--- config.mk ---
export PLATFORM = sky130hd
export DESIGN_NAME = edge_capture_timer
export DESIGN_NICKNAME = d
export VERILOG_FILES = /design/src/rtl/ect_pkg.sv /design/src/rtl/ect_free_counter.sv /design/src/rtl/ect_edge_sel.sv /design/src/rtl/ect_read_port.sv /design/src/rtl/edge_capture_timer.sv
export SDC_FILE = /design/constraint.sdc
export NUM_CORES = 1
export LEC_CHECK = 0
export ABC_AREA = 1
export CORE_ASPECT_RATIO = 1.25
export CORE_MARGIN = 2
export CORE_UTILIZATION = 30
export CTS_BUF_LIST = sky130_fd_sc_hd__clkbuf_4
export CTS_CLUSTER_DIAMETER = 80
export CTS_CLUSTER_SIZE = 30
export DETAILED_ROUTE_END_ITERATION = 16
export GPL_TIMING_DRIVEN = 0
export PLACE_DENSITY = 0.56
export SETUP_SLACK_MARGIN = 0.05
export SLEW_MARGIN = 25
export SYNTH_ARGS = -nofsm -noshare
export SYNTH_HDL_FRONTEND = slang
export SYNTH_HIERARCHICAL = 1
export SYNTH_SLANG_ARGS = --single-unit
--- constraint.sdc ---
create_clock -name clk -period 3.2 [get_ports clk]
set_input_delay 0.48 -clock clk [delete_from_list [all_inputs] [get_ports clk]]
set_output_delay 0.48 -clock clk [all_outputs]
set_load 0.005 [all_outputs]
--- src/rtl/ect_pkg.sv ---
package ect_pkg;
   typedef enum logic [1:0] {
      CAP_OFF  = 2'b00,
      CAP_FALL = 2'b01,
      CAP_RISE = 2'b10,
      CAP_BOTH = 2'b11
   } cap_mode_e;

   localparam int unsigned ADDR_W = 3;

   localparam logic [ADDR_W-1:0] A_CAP_LO  = 3'd0;
   localparam logic [ADDR_W-1:0] A_CAP_HI  = 3'd1;
   localparam logic [ADDR_W-1:0] A_CNT_LO  = 3'd2;
   localparam logic [ADDR_W-1:0] A_CNT_HI  = 3'd3;
   localparam logic [ADDR_W-1:0] A_IEN     = 3'd4;
   localparam logic [ADDR_W-1:0] A_MODE    = 3'd0;
endpackage

--- src/rtl/ect_free_counter.sv ---
module ect_free_counter #(
   parameter int unsigned W = 16
) (
   input  logic         clk,
   input  logic         rst_n,
   output logic [W-1:0] count,
   output logic         at_max
);
   localparam logic [W-1:0] MAX_VAL = {W{1'b1}};

   if (W < 2) begin : g_bad_width
      $error("ect_free_counter: W must be at least 2");
   end

   always_ff @(posedge clk or negedge rst_n) begin
      if (!rst_n) count <= '0;
      else        count <= count + 1'b1;
   end

   assign at_max = (count == MAX_VAL);

   // steps by one every clock, rolling over at the top
   assert_count_step_R1: assert property (@(posedge clk) disable iff (!rst_n)
      1'b1 |=> count == W'($past(count) + 1'b1));
endmodule

--- src/rtl/ect_edge_sel.sv ---
module ect_edge_sel
   import ect_pkg::*;
#(
   parameter int unsigned SYNC_STAGES = 2
) (
   input  logic      clk,
   input  logic      rst_n,
   input  logic      pin,
   input  cap_mode_e mode,
   output logic      evt
);
   if (SYNC_STAGES < 2) begin : g_bad_sync
      $error("ect_edge_sel: SYNC_STAGES must be at least 2");
   end

   logic [SYNC_STAGES-1:0] stage;
   logic                   prev;
   logic                   rise, fall;

   for (genvar i = 0; i < SYNC_STAGES; i++) begin : g_sync
      if (i == 0) begin : g_first
         always_ff @(posedge clk or negedge rst_n) begin
            if (!rst_n) stage[0] <= 1'b0;
            else        stage[0] <= pin;
         end
      end else begin : g_next
         always_ff @(posedge clk or negedge rst_n) begin
            if (!rst_n) stage[i] <= 1'b0;
            else        stage[i] <= stage[i-1];
         end
      end
   end

   always_ff @(posedge clk or negedge rst_n) begin
      if (!rst_n) prev <= 1'b0;
      else        prev <= stage[SYNC_STAGES-1];
   end

   assign rise = stage[SYNC_STAGES-1] & ~prev;
   assign fall = ~stage[SYNC_STAGES-1] & prev;

   always_comb begin
      unique case (mode)
         CAP_FALL: evt = fall;
         CAP_RISE: evt = rise;
         CAP_BOTH: evt = rise | fall;
         default:  evt = 1'b0;
      endcase
   end

   // a disabled mode never yields a capture event
   assert_off_quiet_R2: assert property (@(posedge clk) disable iff (!rst_n)
      (mode == CAP_OFF) |-> !evt);
   // events come only from an actual change of the synchronized input
   assert_evt_needs_change_R4: assert property (@(posedge clk) disable iff (!rst_n)
      evt |-> (stage[SYNC_STAGES-1] != prev));
endmodule

--- src/rtl/ect_read_port.sv ---
module ect_read_port
   import ect_pkg::*;
#(
   parameter int unsigned BYTE_W = 8
) (
   input  logic                clk,
   input  logic                rst_n,
   input  logic [ADDR_W-1:0]   addr,
   input  logic                rd,
   input  logic [2*BYTE_W-1:0] cap_val,
   input  logic [2*BYTE_W-1:0] cnt_val,
   output logic [BYTE_W-1:0]   rdata
);
   logic [BYTE_W-1:0] cap_hi_sh, cnt_hi_sh;

   always_ff @(posedge clk or negedge rst_n) begin
      if (!rst_n) begin
         cap_hi_sh <= '0;
         cnt_hi_sh <= '0;
      end else if (rd) begin
         if (addr == A_CAP_LO) cap_hi_sh <= cap_val[2*BYTE_W-1:BYTE_W];
         if (addr == A_CNT_LO) cnt_hi_sh <= cnt_val[2*BYTE_W-1:BYTE_W];
      end
   end

   always_comb begin
      unique case (addr)
         A_CAP_LO: rdata = cap_val[BYTE_W-1:0];
         A_CAP_HI: rdata = cap_hi_sh;
         A_CNT_LO: rdata = cnt_val[BYTE_W-1:0];
         A_CNT_HI: rdata = cnt_hi_sh;
         default:  rdata = '0;
      endcase
   end

   // the count shadow holds the high byte seen at the low-byte read
   assert_cnt_shadow_R6: assert property (@(posedge clk) disable iff (!rst_n)
      (rd && addr == A_CNT_LO) |=> cnt_hi_sh == $past(cnt_val[2*BYTE_W-1:BYTE_W]));
endmodule

--- src/rtl/edge_capture_timer.sv ---
module edge_capture_timer
   import ect_pkg::*;
#(
   parameter int unsigned BYTE_W      = 8,
   parameter int unsigned SYNC_STAGES = 2
) (
   input  logic              clk,
   input  logic              rst_n,
   input  logic              pulse_in,
   input  logic [2:0]        bus_addr,
   input  logic              bus_wr,
   input  logic              bus_rd,
   input  logic [BYTE_W-1:0] bus_wdata,
   output logic [BYTE_W-1:0] bus_rdata,
   output logic              irq,
   output logic              cnt_wrap
);
   localparam int unsigned CNT_W = 2 * BYTE_W;

   if (BYTE_W < 2) begin : g_bad_byte
      $error("edge_capture_timer: BYTE_W must be at least 2");
   end

   logic [CNT_W-1:0] cnt, cap_q;
   logic             cap_evt, cap_flag, ovf_flag;
   cap_mode_e        mode_q;
   logic [1:0]       ien_q;
   logic             wr_mode, wr_ien, rd_cnt_hi;

   ect_free_counter #(.W(CNT_W)) u_cnt (
      .clk(clk), .rst_n(rst_n), .count(cnt), .at_max(cnt_wrap));

   ect_edge_sel #(.SYNC_STAGES(SYNC_STAGES)) u_edge (
      .clk(clk), .rst_n(rst_n), .pin(pulse_in), .mode(mode_q), .evt(cap_evt));

   ect_read_port #(.BYTE_W(BYTE_W)) u_rd (
      .clk(clk), .rst_n(rst_n), .addr(bus_addr), .rd(bus_rd),
      .cap_val(cap_q), .cnt_val(cnt), .rdata(bus_rdata));

   assign wr_mode   = bus_wr && (bus_addr == A_MODE);
   assign wr_ien    = bus_wr && (bus_addr == A_IEN);
   assign rd_cnt_hi = bus_rd && (bus_addr == A_CNT_HI);

   always_ff @(posedge clk or negedge rst_n) begin
      if (!rst_n) begin
         mode_q <= CAP_OFF;
         ien_q  <= '0;
      end else begin
         if (wr_mode) mode_q <= cap_mode_e'(bus_wdata[1:0]);
         if (wr_ien)  ien_q  <= bus_wdata[1:0];
      end
   end

   always_ff @(posedge clk or negedge rst_n) begin
      if (!rst_n) begin
         cap_q    <= '0;
         cap_flag <= 1'b0;
         ovf_flag <= 1'b0;
      end else begin
         if (cap_evt) cap_q <= cnt;
         if (cap_evt)        cap_flag <= 1'b1;
         else if (rd_cnt_hi) cap_flag <= 1'b0;
         if (cnt_wrap)       ovf_flag <= 1'b1;
         else if (wr_ien)    ovf_flag <= 1'b0;
      end
   end

   assign irq = (cap_flag & ien_q[0]) | (ovf_flag & ien_q[1]);

   // a capture event stores the count of that cycle and raises the flag
   assert_capture_R3: assert property (@(posedge clk) disable iff (!rst_n)
      cap_evt |=> (cap_flag && cap_q == $past(cnt)));
   // without an event the captured value does not move
   assert_capture_hold_R4: assert property (@(posedge clk) disable iff (!rst_n)
      !cap_evt |=> $stable(cap_q));
   // reading the high count byte drops the capture flag
   assert_flag_clear_R8: assert property (@(posedge clk) disable iff (!rst_n)
      (rd_cnt_hi && !cap_evt) |=> !cap_flag);
   // a rollover always leaves the overflow flag set
   assert_ovf_set_R9: assert property (@(posedge clk) disable iff (!rst_n)
      cnt_wrap |=> ovf_flag);
endmodule

== Word level (Yosys, flattened, before mapping) ==
Index checks and enable logic that the tools add are counted.

* Output and inout bits: 10
* Bits of input ports: 16
* Word-level logic and storage cells: 42
* Register bits after elaboration: 57

* $add $sub $neg: 1
* Muxes and demuxes: 6
* Equality and inequality tests: 8
* Reduce and logical (&&, ||, !) cells: 8
* Bitwise logic cells: 8

{| class="wikitable"
|+ Operators by type and width
! operator !! number
|-
| 8-bit one-hot mux with 4 select lines || 1
|-
| 16-bit by 1-bit adder with 16-bit output, second input constant || 1
|-
| 16-bit == test, second input constant || 1
|-
| 3-bit by 2-bit == test with 1-bit output, second input constant || 2
|-
| 1-bit bitwise AND || 4
|-
| 2-bit == test, second input constant || 2
|-
| 1-bit 2-to-1 mux || 4
|-
| 2-bit AND reduction || 2
|-
| 2-bit nonzero test || 2
|-
| 3-bit by 1-bit == test with 1-bit output, second input constant || 1
|-
| 3-bit == test, second input constant || 1
|-
| 1-bit logical AND || 3
|-
| 3-bit logical NOT || 1
|-
| 1-bit one-hot mux with 3 select lines || 1
|-
| 2-bit by 1-bit == test with 1-bit output, second input constant || 1
|-
| 1-bit inverter || 2
|-
| 1-bit OR || 2
|}

== Logic depth before layout (Yosys ltp) ==
* Depth in word-level cells: 5
* Mapped depth: 10
* Gate-level depth less buffers: 8

== By module ==
Netlist, hierarchy kept.

{| class="wikitable"
|+ By module, submodules not included
! module !! cells an instance !! area each (um2) !! sequential area each (um2) !! times used
|-
| ect_read_port || 157 || 1106.1 || 400.4 || 1
|-
| edge_capture_timer || 106 || 922.1 || 550.5 || 1
|-
| ect_free_counter || 90 || 772.0 || 400.4 || 1
|-
| ect_edge_sel || 14 || 138.9 || 75.1 || 1
|}

== Least setup slack after synthesis ==
Ideal clock, no wire load.

* Path kind: input -> output
* Start: in bus_addr[0]
* End: out bus_rdata[0]
* Slack: 1.624 ns
* Stages: 7
* Data required time: 2.720 ns
* Arrival time: 1.096 ns
* Cells stage by stage: buf_6 clkinv_4 buf_8 nand3_4 nor2_1 nor2_1 nand2_1

* Cells in the longest elaborated chain, start to end: 2
* Elaborated cells on any way between the ends: 5

{| class="wikitable"
|+ Ends and longest elaborated chain
! item !! RTL line !! RTL
|-
| start: declaration || edge_capture_timer.sv:10 || <nowiki>input logic [2:0] bus_addr,</nowiki>
|-
| 3-bit by 2-bit == test with 1-bit output, or another cell as far along || ect_read_port.sv:27 || <nowiki>unique case (addr)</nowiki>
|-
| 8-bit one-hot mux with 4 select lines * || ect_read_port.sv:27 ||
|-
| end: declaration || edge_capture_timer.sv:14 || <nowiki>output logic [BYTE_W-1:0] bus_rdata,</nowiki>
|}

Every way passes the cells marked *; elsewhere a longest branch is shown, timed or not.

== Final worst setup path ==
* Start: in bus_addr[1]
* End: out bus_rdata[0]

Same word-level chain as after synthesis.

==> results.sh <==
export IMPL_clk_path_buf_depth=2
export IMPL_cellLeakagePower_uw=0.001711
export IMPL_synth_cell_types=29
export IMPL_worstSetupStartpoint="bus_addr[1]"
export IMPL_setup_ws_ns=0.2766
export IMPL_worstMarginPinSlew_ns=0.4824
export IMPL_synth_flop_cell="dfrtp_1"
export IMPL_n_antenna_cell=0
export IMPL_htreeDepth=3
export IMPL_die_h_um=114.7
export IMPL_clkLatencyLatePin_ns=0.39
export IMPL_syn_to_final_growth_pct=16.39
export IMPL_pin_count=26
export IMPL_drt_first_pass_iters=4
export IMPL_drc=0
export IMPL_skew_ns=0.01657
export IMPL_grt_pass1_wl_um=11150
export IMPL_max_freq_mhz=342.1
export IMPL_combPwrFrac=0.148
export IMPL_vias_per_cell=4.321
export IMPL_start_util=0.3075
export IMPL_yosys_top_cells_count="nand2_1 (134), dfrtp_1 (57), inv_1 (51)"
export IMPL_drv_slew=0
export IMPL_syn_area_per_cell_um2=8.008
export IMPL_die_width_um=92.53
export IMPL_maxCapViolCount=0
export IMPL_grt_use_total=0.1365
export IMPL_cts_tree="done"
export IMPL_worstSetupPathType="in2out"
export IMPL_row_count=40
export IMPL_hold_viol_final=0
export IMPL_critPathMaxFanout=10
export IMPL_root_buffer="clkbuf_4"
export IMPL_yosysTopAreaCellShare=0.4853
export IMPL_dieArea_um2=10610
export IMPL_first_iter_violations=171
export IMPL_place_inst=513
export IMPL_internal_power_uw=1020
export IMPL_ant_nets=0
export IMPL_ys_ff_latch=57
export IMPL_synthArstFlopShare=1.000
export IMPL_pwr_share_seq=0.568
export IMPL_synthCells=367
export IMPL_slew_headroom=0.6759
export IMPL_ys_seq_area_frac=0.4853
export IMPL_arrival_ns=2.44
export IMPL_nets=418
export IMPL_cts_inserted_buffers=9
export IMPL_core_area_um2=9559
export IMPL_drt_total_wl_um=6516
export IMPL_place_congestion=0.7640
export IMPL_cts_resized=0
export IMPL_vias=2286
export IMPL_synth_warnings=6
export IMPL_yosysMostFrequentCell="nand2_1"
export IMPL_avgRoutedWirePerCell_um=12.32
export IMPL_gr_total_overflow=0
export IMPL_p_clk_frac=0.284
export IMPL_power_switching_uw=403.3
export IMPL_startpoint_type="input port"
export IMPL_status="finished clean"
export IMPL_grt_max_degree=53
export IMPL_cellPowerDensity_nw_per_um2=416.2
export IMPL_yosys_top_cells_area="dfrtp_1 (49%), nand2_1 (17%), inv_1 (6.5%)"
export IMPL_finalCritPeriodShare=0.9136
export IMPL_r2r_start="u_cnt/count[0]"
export IMPL_fin_setup_tns_ns=0
export IMPL_portBuffers=19
export IMPL_synth_area_um2=2939
export IMPL_setup_viol=0
export IMPL_crit_required_ns=2.72
export IMPL_cp_end_kind="output pin"
export IMPL_synth_top_cell_by_area="dfrtp_1"
export IMPL_synth_edf_count=0
export IMPL_pre_cts_ws_ns=0.2740
export IMPL_dp_hpwl_um=4653
export IMPL_rsz0062_at_grt="false"
export IMPL_fin_cells=529
export IMPL_worst_hold_startpoint="u_edge/stage[0]"
export IMPL_path_clk_slew_ns=0.08
export IMPL_peakVddDrop_uv=111.8
export IMPL_grt_pass1_vias=2388
export IMPL_min_period_ns=2.923
export IMPL_drive_above_1_share=0.1365
export IMPL_grt_antenna_before_repair=0
export IMPL_power_uw=1424
export IMPL_rrSetupSlack_ns=1.54
export IMPL_p_sw_frac=0.2833
export IMPL_hp_class="reg2reg"
export IMPL_clkSinkCount=57
export IMPL_synthesis_nets=386
[per-layer routing]
| metal | vias to the layer above | global-route usage | share of wire |
|---|---|---|---|
| li1 | 1178 | - | - |
| met1 | 1068 | 0.1634 | 0.46 |
| met2 | 35 | 0.2360 | 0.50 |
| met3 | 5 | 0.03423 | 0.031 |
| met4 | 0 | 0.05075 | 0.0087 |
| met5 | - | 0 | 0 |
[kinds of logic (layout without fill, tap and decap cells)]
group	Yosys count	count (layout)	share of synthesized area
buf+inv	62	98	0.1034
simple gates	227	227	0.3487
flops	57	57	0.4853
xor+xnor	7	7	0.02086
compound gates	11	11	0.02895
fa+ha+maj	3	3	0.01277
[worst max-delay path, stage by stage]
cell	delay [ns]
clkdlybuf4s50_1	0.61
nor2_4	0.33
buf_4	0.23
nand3_1	0.11
nand2_1	0.08
inv_1	0.04
nand2_1	0.06
clkdlybuf4s50_1	0.49
[area by class of cell]
type,count,area [um2]
fill,1003,6138
sequential,57,1426
multi-input combinational,248,1209
timing repair buffer,21,225.2
inverter,55,219.0
tap,126,157.7
buffer,7,85.08
clock buffer,10,75.07
clock inverter,5,23.77
[registers in the layout, indices dropped and copies added (netlist names)]
signal          count
cap_flag            1
u_rd/cap_hi_sh      8
u_edge/prev         1
ovf_flag            1
cap_q              16
mode_q              2
u_cnt/count        16
u_rd/cnt_hi_sh      8
ien_q               2
u_edge/stage        2
[path summary, 6_finish.rpt]
kind,to,cells after the start
setup / recovery,bus_rdata[0],8
min in group asynchronous,u_edge/prev,2
setup reg to reg,ovf_flag,7
hold reg to reg,u_edge/stage[1],0
max in group asynchronous,cap_q[1],3
hold / removal,u_edge/stage[1],0
[stage by stage]
step,hold slack (ns),utilization,cell area (um2)
4_1_cts,0.3721,0.3579,3421
6_report,0.3703,0.3579,3421
3_3_place_gp,0.3370,0.3438,3287
5_1_grt,0.3859,0.3579,3421
3_5_place_dp,0.3036,0.3465,3312
2_1_floorplan,0.1844,-,2939
[what timing repair did]
action / CTS / global route
endpoints found under the setup margin: 0 / 0
hold endpoints to repair: 5 / 0
hold buffers: 1 / 0
setup buffers: 0 / 0
[power by group through the flow]
stage	sequential, uW	clock [uW]	combinational (uW)
final	808	405	211
after global routing	815	462	237
after CTS	808	425	215
after detailed placement	822	0	213
after global placement	820	0	205
after floorplan	813	0	127
[cell usage in the layout, fill, tap and decap left out]
cell type / Yosys / final
nand2_1: 134 / 134
dfrtp_1: 57 / 57
inv_1: 51 / 51
nor2_1: 36 / 36
nand3_1: 29 / 29
clkdlybuf4s50_1: 0 / 18
nand2_2: 13 / 13
clkbuf_4: 0 / 10
o21ai_2: 8 / 8
nor2_4: 4 / 4
clkinv_1: 1 / 4
xnor2_1: 4 / 4
buf_6: 3 / 3
nand4_1: 3 / 3
xor2_1: 3 / 3
ha_1: 3 / 3
buf_8: 2 / 2
buf_4: 1 / 2
o21ai_0: 2 / 2
nand3_4: 2 / 2
inv_8: 1 / 1
clkbuf_8: 1 / 1
clkinv_2: 0 / 1
clkinvlp_4: 0 / 1
dlygate4sd3_1: 0 / 1
buf_16: 0 / 1
nand3_2: 1 / 1
nor2_2: 1 / 1
nand3b_1: 1 / 1
o21ai_1: 1 / 1
nor3_1: 1 / 1
inv_2: 1 / 1
clkinv_4: 1 / 1
nor2_8: 1 / 1
nand4_2: 1 / 1
Power figures use the tool's default switching activity.
